==> config.mk <==
export PLATFORM = sky130hd
export DESIGN_NAME = flash_pe_guard
export DESIGN_NICKNAME = d
export VERILOG_FILES = /design/src/rtl/flash_pe_pkg.sv /design/src/rtl/fpe_sync.sv /design/src/rtl/fpe_ctrl_core.sv /design/src/rtl/fpe_blk_reg.sv /design/src/rtl/flash_pe_guard.sv
export SDC_FILE = /design/constraint.sdc
export NUM_CORES = 1
export LEC_CHECK = 0
export ABC_AREA = 1
export ABC_CLOCK_PERIOD_IN_PS = 900
export BUFFER_PORTS_ARGS = -buffer_cell sky130_fd_sc_hd__buf_2
export CAP_MARGIN = 40
export CORE_ASPECT_RATIO = 1.2
export CORE_MARGIN = 3
export CORE_UTILIZATION = 48
export CTS_BUF_LIST = sky130_fd_sc_hd__clkbuf_2
export DETAILED_ROUTE_END_ITERATION = 10
export PLACE_DENSITY = 0.77
export SYNTH_ARGS = -nofsm -noshare
export SYNTH_HDL_FRONTEND = slang
export SYNTH_HIERARCHICAL = 1
export SYNTH_SLANG_ARGS = --single-unit
==> constraint.sdc <==
create_clock -name clk -period 0.9 [get_ports clk]
set_input_delay 0.135 -clock clk [delete_from_list [all_inputs] [get_ports clk]]
set_output_delay 0.135 -clock clk [all_outputs]
set_load 0.02 [all_outputs]
==> src/rtl/flash_pe_pkg.sv <==
package flash_pe_pkg;
  localparam int CTRL_W = 8;
  // bit positions inside the control byte (the read mux packs them in this order)
  localparam int B_FWE = 7;
  localparam int B_SWE = 6;
  localparam int B_ESU = 5;
  localparam int B_PSU = 4;
  localparam int B_EVF = 3;
  localparam int B_PVF = 2;
  localparam int B_ERS = 1;
  localparam int B_PRG = 0;

  typedef struct packed {
    logic swe;
    logic esu;
    logic psu;
    logic evf;
    logic pvf;
    logic ers;
    logic prg;
  } ctrl_t;
endpackage

==> src/rtl/fpe_sync.sv <==
module fpe_sync #(
  parameter int   STAGES  = 2,
  parameter logic RST_VAL = 1'b0
) (
  input  logic clk,
  input  logic rst_n,
  input  logic d,
  output logic q
);
  logic [STAGES-1:0] chain_q;
  logic [STAGES-1:0] chain_d;

  always_comb begin
    chain_d = {chain_q[STAGES-2:0], d};
  end

  always_ff @(posedge clk or negedge rst_n) begin
    if (!rst_n) chain_q <= {STAGES{RST_VAL}};
    else        chain_q <= chain_d;
  end

  assign q = chain_q[STAGES-1];
endmodule

==> src/rtl/fpe_ctrl_core.sv <==
module fpe_ctrl_core
  import flash_pe_pkg::*;
(
  input  logic              clk,
  input  logic              rst_n,
  input  logic              fwe,
  input  logic              wr_en,
  input  logic [CTRL_W-2:0] wdata,
  output ctrl_t             state_q,
  output logic              swe_nxt
);
  ctrl_t wr_v;
  ctrl_t state_d;
  logic  ld;

  // write qualification uses the state held before this write
  always_comb begin
    wr_v = state_q;
    if (wr_en) begin
      wr_v.swe = wdata[B_SWE] & fwe;
      wr_v.esu = wdata[B_ESU] & fwe & state_q.swe;
      wr_v.psu = wdata[B_PSU] & fwe & state_q.swe;
      wr_v.evf = wdata[B_EVF] & fwe & state_q.swe;
      wr_v.pvf = wdata[B_PVF] & fwe & state_q.swe;
      wr_v.ers = wdata[B_ERS] & fwe & state_q.swe & state_q.esu;
      wr_v.prg = wdata[B_PRG] & fwe & state_q.swe & state_q.psu;
    end
  end

  // dependency chain applied to the resulting values: drops cascade in one edge
  always_comb begin
    state_d.swe = wr_v.swe & fwe;
    state_d.esu = wr_v.esu & state_d.swe;
    state_d.psu = wr_v.psu & state_d.swe;
    state_d.evf = wr_v.evf & state_d.swe;
    state_d.pvf = wr_v.pvf & state_d.swe;
    state_d.ers = wr_v.ers & state_d.esu;
    state_d.prg = wr_v.prg & state_d.psu;
    ld          = (state_d != state_q);
  end

  always_ff @(posedge clk or negedge rst_n) begin
    if (!rst_n)  state_q <= '0;
    else if (ld) state_q <= state_d;
  end

  assign swe_nxt = state_d.swe;
endmodule

==> src/rtl/fpe_blk_reg.sv <==
module fpe_blk_reg #(
  parameter int W = 8
) (
  input  logic         clk,
  input  logic         rst_n,
  input  logic         wr_en,
  input  logic [W-1:0] wdata,
  input  logic         swe_q,
  input  logic         swe_nxt,
  output logic [W-1:0] q
);
  logic [W-1:0] q_d;
  logic         ld;

  always_comb begin
    ld  = (wr_en & swe_q) | ~swe_nxt;
    q_d = swe_nxt ? wdata : '0;
  end

  always_ff @(posedge clk or negedge rst_n) begin
    if (!rst_n)  q <= '0;
    else if (ld) q <= q_d;
  end
endmodule

==> src/rtl/flash_pe_guard.sv <==
module flash_pe_guard
  import flash_pe_pkg::*;
#(
  parameter int SYNC_STAGES = 2,
  parameter int BLK_REGS    = 2,
  parameter int ADDR_W      = 2
) (
  input  logic                    clk,
  input  logic                    rst_n,
  input  logic                    wprot_pin,
  input  logic                    dbg_mode,
  input  logic                    bus_wr,
  input  logic [ADDR_W-1:0]       bus_addr,
  input  logic [CTRL_W-1:0]       bus_wdata,
  output logic [CTRL_W-1:0]       bus_rdata,
  output logic                    ers_setup,
  output logic                    prg_setup,
  output logic                    ers_verify,
  output logic                    prg_verify,
  output logic                    ers_go,
  output logic                    prg_go,
  output logic [CTRL_W*BLK_REGS-1:0] blk_sel
);
  localparam logic [ADDR_W-1:0] CTRL_ADDR = '0;

  logic        rst_int_n;
  logic        wp_s;
  logic        fwe;
  logic        ctrl_hit;
  logic        swe_nxt;
  ctrl_t       ctrl_q;
  logic [CTRL_W-1:0] blk_q [BLK_REGS];

  fpe_sync #(.STAGES(2), .RST_VAL(1'b0)) u_rst_sync (
    .clk(clk), .rst_n(rst_n), .d(1'b1), .q(rst_int_n)
  );

  // pin resets to the protected level until synchronized
  fpe_sync #(.STAGES(SYNC_STAGES), .RST_VAL(1'b1)) u_wp_sync (
    .clk(clk), .rst_n(rst_int_n), .d(wprot_pin), .q(wp_s)
  );

  assign fwe      = dbg_mode | ~wp_s;
  assign ctrl_hit = bus_wr && (bus_addr == CTRL_ADDR);

  fpe_ctrl_core u_core (
    .clk(clk), .rst_n(rst_int_n), .fwe(fwe), .wr_en(ctrl_hit),
    .wdata(bus_wdata[CTRL_W-2:0]), .state_q(ctrl_q), .swe_nxt(swe_nxt)
  );

  generate
    for (genvar k = 0; k < BLK_REGS; k++) begin : g_blk
      logic hit;
      assign hit = bus_wr && (bus_addr == ADDR_W'(k + 1));
      fpe_blk_reg #(.W(CTRL_W)) u_blk (
        .clk(clk), .rst_n(rst_int_n), .wr_en(hit), .wdata(bus_wdata),
        .swe_q(ctrl_q.swe), .swe_nxt(swe_nxt), .q(blk_q[k])
      );
      assign blk_sel[k*CTRL_W +: CTRL_W] = blk_q[k];
    end
  endgenerate

  always_comb begin
    bus_rdata = '0;
    if (bus_addr == CTRL_ADDR) bus_rdata = {fwe, ctrl_q};
    for (int i = 0; i < BLK_REGS; i++) begin
      if (bus_addr == ADDR_W'(i + 1)) bus_rdata = blk_q[i];
    end
  end

  assign ers_setup  = ctrl_q.esu;
  assign prg_setup  = ctrl_q.psu;
  assign ers_verify = ctrl_q.evf;
  assign prg_verify = ctrl_q.pvf;
  assign ers_go     = ctrl_q.ers;
  assign prg_go     = ctrl_q.prg;
endmodule

==> impl_metrics.env, run 1 <==
export IMPL_dieArea_um2=3820
export IMPL_crit_path_end_kind="primary output"
export IMPL_crit_slowest_cell="dfstp_2"
export IMPL_synth_edf_count=0
export IMPL_fp_dieH_um=67.1
export IMPL_cap_violations=0
export IMPL_area_growth_pct=84.8
export IMPL_yosys_top_cells_area="dfrtp_1 (42%), nand2_1 (17%), nand3_1 (14%), inv_1 (6.0%), dfstp_2 (3.5%)"
export IMPL_fin_crit_sh_pct=178
export IMPL_p_per_area_nw_per_um2=1070
export IMPL_clock_sinks=27
export IMPL_vdd_drop_max_v=0.00172
export IMPL_nNetsFinal=324
export IMPL_synth_common_cells="nand2_1 (68), nand3_1 (41), dfrtp_1 (25), inv_1 (24), nor2_1 (13)"
export IMPL_skew_ns=0.0250
export IMPL_totalWireLength_mm=7.98
export IMPL_post_route_worst_setup_slack_ns=-0.705
export IMPL_grt_pass1_wl_mm=8.81
export IMPL_rsz0062_at_grt="yes"
export IMPL_io_buffers=44
export IMPL_num_rows=21
export IMPL_synth_largest_area_cell="dfrtp_1"
export IMPL_ant_nets=0
export IMPL_required_ns=0.76
export IMPL_drv_slew=0
export IMPL_post_synth_top_count_cell="nand2_1"
export IMPL_grt_usage_pct=30.8
export IMPL_firstDrtPassIters=8
export IMPL_grt_ovfl_total=0
export IMPL_netlist_instances=201
export IMPL_drc=0
export IMPL_hold_viol=0
export IMPL_antenna_found_initial=0
export IMPL_critPathMostFrequentCell="buf_6"
export IMPL_r2r_start="u_wp_sync/chain_q[1]"
export IMPL_core_area_um2=2890
export IMPL_design_area_um2=2760
export IMPL_whs_endpoint="g_blk[1].u_blk/q[4]"
export IMPL_drt_iter0_drc=307
export IMPL_setup_violations=53
export IMPL_max_stage_delay_ns=0.62
export IMPL_hpwl_mm=3.03
export IMPL_vias=2166
export IMPL_path_clk_slew_ns=0.28
export IMPL_place_gp_congestion=0.939
export IMPL_synth_seq_cells=27
export IMPL_grt_pass1_vias=1833
export IMPL_yosysWarnings=6
export IMPL_holdPathStages=5
export IMPL_clock_path_buffers=2
export IMPL_p_total_mw=2.96
export IMPL_path_cells="nand2_4 > buf_6 > nand2_2 > nand3_2 > buf_6"
export IMPL_ys_types=19
export IMPL_ctsRootBufferMaster="clkbuf_2"
export IMPL_via_per_inst=6.33
export IMPL_netlist_area_um2=1490
export IMPL_worstSetupPathType="reg -> out"
export IMPL_die_w_um=56.9
export IMPL_h_tree_depth=1
export IMPL_violations="setup timing"
export IMPL_max_freq_mhz=623
export IMPL_layout_drive_gt1_share_pct=57.5
export IMPL_path_buf_inv=2
export IMPL_finalCriticalPeriod_ns=1.61
export IMPL_clk_latency_ns=0.41
export IMPL_instances_no_fill=342
export IMPL_min_from="bus_wdata[4]"
export IMPL_arrival_ns=1.47
export IMPL_syn_avg_cell_area_um2=7.43
export IMPL_synth_top_flop_cell="dfrtp_1"
export IMPL_cts_tree="built"
export IMPL_synth_nets=216
export IMPL_dpl_cell_count=296
export IMPL_rr_worst_depth=10
export IMPL_grt_max_degree=16
export IMPL_critical_path_top_delay_family="flip-flops"
export IMPL_start_kind="flip-flop"
export IMPL_start_util_pct=51.6
export IMPL_wl_per_cell_um=23.3
export IMPL_antennaDiodeCount=0
export IMPL_synth_seq_area_share_pct=45.4
export IMPL_outcome="finished with violations"
export IMPL_cts_buffers=3
export IMPL_p_leak_nw=1.61
export IMPL_whs_ns=0.0463
export IMPL_crit_fanout=2
export IMPL_reg2reg_to="g_blk[0].u_blk/q[3]"
export IMPL_min_delay_path_class="in -> reg"
export IMPL_synth_top_cell_area_share_pct=41.9
export IMPL_io_pins=45
export IMPL_place_area_um2=1900
export IMPL_ys_async_sr_fraction_pct=100
export IMPL_reg2reg_slack_ns=-0.68
## report_power, final
part	switching [mW]	internal (mW)
sequential	0.0565	1.27
clock	0.403	0.100
combinational	0.592	0.540
total	1.05	1.91
## layout make-up
cell class,instances,area (µm²)
clock buffers,3,15.0
clock inverters,1,5.00
fillers,76,131
inverters,29,111
multi-input cells,139,843
flip-flops and latches,27,679
well taps,34,42.5
repair buffers,109,1060
## placed cells by master (no fill, tap or decap), drive strengths merged
master,n
buf,106
nand2,74
nand3,41
inv,29
dfrtp,25
nor2,16
clkbuf,3
dlygate4sd3,3
nor3,3
o21ai,2
a21oi,2
dfstp,2
clkinv,1
conb,1
## registers in the layout (all words and copies together), names as in the netlist
signal              count
g_blk.u_blk/q          16
u_core/state_q          7
u_rst_sync/chain_q      2
u_wp_sync/chain_q       2
## cells by family after synthesis
family	synth area share (%)
AO/OA/AOI/OAI	1.34
buffers and inverters	12.7
flip-flops	45.4
other	0.251
AND/OR/NAND/NOR	40.2
## worst reg2reg max path: stages, from the launching register on
cell and delay (ns):
dfstp_2 0.62, nand2_4 0.06, buf_4 0.14, nand2_4 0.07, nor2_4 0.05, buf_6 0.14
buf_6 0.13, nand2_2 0.06, inv_1 0.05, nand2_1 0.10, nand2_1 0.08
## per-layer routing
metal | part of all wire (%) | vias up | GRT usage [%] | wire [µm]
met1 | 33 | 995 | 34.5 | 2610
met2 | 47 | 249 | 54.7 | 3760
li1 | - | 834 | - | -
met4 | 8.3 | 0 | 19.1 | 664
met3 | 12 | 88 | 3.88 | 944
met5 | 0 | - | 0 | 0
## timing repair
action	4_1_cts	5_1_grt
hold buffers	3	0
hold endpoints to repair	3	0
resized for setup	95	39
gates cloned	3	0
setup buffers	24	12
pin swaps	15	12
setup endpoints to repair	52	53
## how the worst max path moves through the flow
stage                    startpoint  cells past startpoint                  end  slack, ns
2_1_floorplan           bus_addr[0]                     11  g_blk[0].u_blk/q[2]      -0.40
3_3_place_gp            bus_addr[0]                     10  g_blk[1].u_blk/q[4]      -0.32
3_5_place_dp            bus_addr[0]                     10  g_blk[1].u_blk/q[5]      -0.34
4_1_cts        u_wp_sync/chain_q[1]                      5         bus_rdata[7]      -0.64
5_1_grt        u_wp_sync/chain_q[1]                      5         bus_rdata[7]      -0.75
6_report       u_wp_sync/chain_q[1]                      5         bus_rdata[7]      -0.71
## stage by stage
step	worst slack, ns	TNS (ns)	util [%]
finish	-0.705	-25.28	95.5
global route	-0.751	-26.70	95.5
CTS	-0.644	-20.41	87.4
detailed placement	-0.344	-8.44	65.6
global placement	-0.315	-7.72	65.6
floorplan	-0.398	-6.53	-
No activity file was read; power rests on OpenSTA's default activity.
==> run 2, diff against run 1 <==
--- a/config.mk
+++ b/config.mk
@@ -5,16 +5,17 @@
 export SDC_FILE = /design/constraint.sdc
 export NUM_CORES = 1
 export LEC_CHECK = 0
-export ABC_AREA = 1
 export ABC_CLOCK_PERIOD_IN_PS = 900
 export BUFFER_PORTS_ARGS = -buffer_cell sky130_fd_sc_hd__buf_2
 export CAP_MARGIN = 40
 export CORE_ASPECT_RATIO = 1.2
 export CORE_MARGIN = 3
-export CORE_UTILIZATION = 48
+export CORE_UTILIZATION = 47
 export CTS_BUF_LIST = sky130_fd_sc_hd__clkbuf_2
 export DETAILED_ROUTE_END_ITERATION = 10
-export PLACE_DENSITY = 0.77
+export PLACE_DENSITY = 0.76
+export SETUP_SLACK_MARGIN = 0.3
+export SLEW_MARGIN = 40
 export SYNTH_ARGS = -nofsm -noshare
 export SYNTH_HDL_FRONTEND = slang
 export SYNTH_HIERARCHICAL = 1
==> impl_metrics.env, run 2 <==
export IMPL_outcome="finished with violations"
export IMPL_violations="setup timing"
export IMPL_clock_sinks=27
export IMPL_drv_slew=0
export IMPL_io_buffers=44
export IMPL_cts_buffers=3
export IMPL_synth_common_cells="dfrtp_1 (25), nand4_1 (18), nand2_1 (17), o21ai_2 (16)"
export IMPL_place_area_um2=1870
export IMPL_layout_drive_gt1_share_pct=66.4
export IMPL_core_area_um2=2860
export IMPL_path_buf_inv=1
export IMPL_area_growth_pct=72.9
export IMPL_grt_pass1_vias=1583
export IMPL_synth_top_cell_area_share_pct=43.4
export IMPL_synth_nets=154
export IMPL_yosys_top_cells_area="dfrtp_1 (43%), o21ai_2 (9.7%), nand4_1 (7.8%), mux2i_1 (5.6%), nand2_1 (4.4%)"
export IMPL_design_area_um2=2490
export IMPL_cts_tree="built"
export IMPL_hpwl_mm=2.78
export IMPL_antennaDiodeCount=0
export IMPL_ctsRootBufferMaster="clkbuf_2"
export IMPL_start_kind="flip-flop"
export IMPL_synth_largest_area_cell="dfrtp_1"
export IMPL_io_pins=45
export IMPL_synth_seq_cells=27
export IMPL_vias=1565
export IMPL_grt_pass1_wl_mm=8.07
export IMPL_fill_cells=134
export IMPL_crit_slowest_cell="dfstp_2"
export IMPL_place_gp_congestion=0.834
export IMPL_fin_setup_tns_ns=-26.79
export IMPL_h_tree_depth=1
export IMPL_crit_fanout=2
export IMPL_skew_ns=0.0188
export IMPL_via_per_inst=6.09
export IMPL_dieArea_um2=3770
export IMPL_critical_path_top_delay_family="flip-flops"
export IMPL_fin_crit_sh_pct=203
export IMPL_max_freq_mhz=549
export IMPL_totalWireLength_mm=5.58
export IMPL_arrival_ns=1.69
export IMPL_ys_types=23
export IMPL_synth_edf_count=0
export IMPL_required_ns=0.76
export IMPL_vdd_drop_max_v=0.00147
export IMPL_num_rows=21
export IMPL_p_leak_nw=1.14
export IMPL_drt_iter0_drc=134
export IMPL_clock_path_buffers=2
export IMPL_ant_nets=0
export IMPL_worstSetupPathType="reg -> out"
export IMPL_drc=0
export IMPL_netlist_area_um2=1440
export IMPL_antenna_found_initial=0
export IMPL_max_stage_delay_ns=0.59
export IMPL_largest_register_ffs=16
export IMPL_firstDrtPassIters=4
export IMPL_wl_per_cell_um=21.7
export IMPL_die_w_um=56.6
export IMPL_largest_register="g_blk.u_blk/q"
export IMPL_dp_slack_ns=-0.679
export IMPL_grt_ovfl_total=0
export IMPL_whs_ns=0.0211
export IMPL_reg_top3="g_blk.u_blk/q x16, u_core/state_q x7"
export IMPL_hold_viol=0
export IMPL_grt_max_degree=26
export IMPL_finalCriticalPeriod_ns=1.82
export IMPL_min_delay_path_class="in -> reg"
export IMPL_post_route_worst_setup_slack_ns=-0.923
export IMPL_synth_top_flop_cell="dfrtp_1"
export IMPL_cap_violations=0
export IMPL_yosysWarnings=6
export IMPL_path_clk_slew_ns=0.28
export IMPL_start_util_pct=50.4
export IMPL_post_synth_top_count_cell="dfrtp_1"
export IMPL_clk_latency_ns=0.37
export IMPL_crit_path_end_kind="primary output"
export IMPL_fp_dieH_um=66.7
export IMPL_p_per_area_nw_per_um2=906
export IMPL_synth_seq_area_share_pct=47.0
export IMPL_syn_avg_cell_area_um2=10.4
export IMPL_reg2reg_slack_ns=-0.71
export IMPL_setup_violations=53
export IMPL_rsz0062_at_grt="yes"
export IMPL_grt_usage_pct=28.0
export IMPL_final_common_cell="buf_6"
export IMPL_nNetsFinal=239
export IMPL_final_cell_mix="buf_6 (53), dfrtp_1 (22), nand4_1 (18)"
export IMPL_ys_async_sr_fraction_pct=100
export IMPL_netlist_instances=139
export IMPL_path_cells="or3b_1 > a32o_2 > buf_6"
## run 2: cell types whose count changed after synthesis, moves of 13 or more
cell     before  now
inv_1        24    1
nor2_1       13    0
o21ai_2       0   16
nand2_1      68   17
nand3_1      41    6
nand4_1       0   18
## run 2: routing by layer
metal  vias up  track usage [%]  part of all wire [%]
met2        91             49.4                    50
met5         -                0                     0
met4         0             9.50                   4.1
met3        26             3.88                   7.9
li1        669                -                     -
met1       779             34.8                    38
## run 2: stage by stage
stage	std cells	total power, mW	utilization, %
after floorplan	139	1.47	-
after global placement	229	1.55	65.0
after detailed placement	229	1.56	65.2
after CTS	250	2.19	83.9
after global routing	257	2.32	87.1
final	257	2.26	87.1
## run 2: final cells by class
type,count,area [µm²],area share [%]
inverters,1,3.75,0.150
clock buffers,4,20.0,0.802
well taps,34,42.5,1.71
flip-flops and latches,27,682,27.3
multi-input cells,98,827,33.1
repair buffers,93,920,36.9
## run 2: where the power goes
group | leakage [nW] | switching [mW] | total, mW | internal [mW]
Clock | 0.0166 | 0.382 | 0.499 | 0.117
Sequential | 0.361 | 0.0100 | 1.25 | 1.24
Combinational | 0.765 | 0.285 | 0.515 | 0.230
## run 2: worst paths after layout
| kind | endpoint | start | cells after the start |
|---|---|---|---|
| min in group asynchronous | u_rst_sync/chain_q[1] | rst_n | 2 |
| min reg2reg | u_core/state_q[0] | u_rst_sync/chain_q[1] | 1 |
| max reg2reg | u_core/state_q[5] | u_wp_sync/chain_q[1] | 10 |
| max in group asynchronous | u_wp_sync/chain_q[0] | u_rst_sync/chain_q[1] | 1 |
| min | g_blk[1].u_blk/q[7] | bus_wdata[7] | 3 |
| max | bus_rdata[7] | u_wp_sync/chain_q[1] | 3 |
## run 2: logic make-up after synthesis
family	Yosys count	synth area share, %
AOI/OAI and AO/OA	30	16.7
DFF	27	47.0
and+or+nand+nor	58	22.3
buffers and inverters	15	8.15
other	1	0.260
muxes	8	5.55
## run 2: timing repair
item,CTS,global route
pin swaps,1,0
hold buffers,2,0
buffers inserted,12,7
gates resized for setup,101,11
setup endpoints to repair,54,54
cloned,3,0
endpoints found under the hold margin,3,0
## run 2: worst min-delay path, delay by kind of cell
| family | cells | cell delay (ns) |
|---|---|---|
| buf+inv | 1 | 0.12 |
| simple gates | 1 | 0.10 |
| compound gates | 1 | 0.05 |
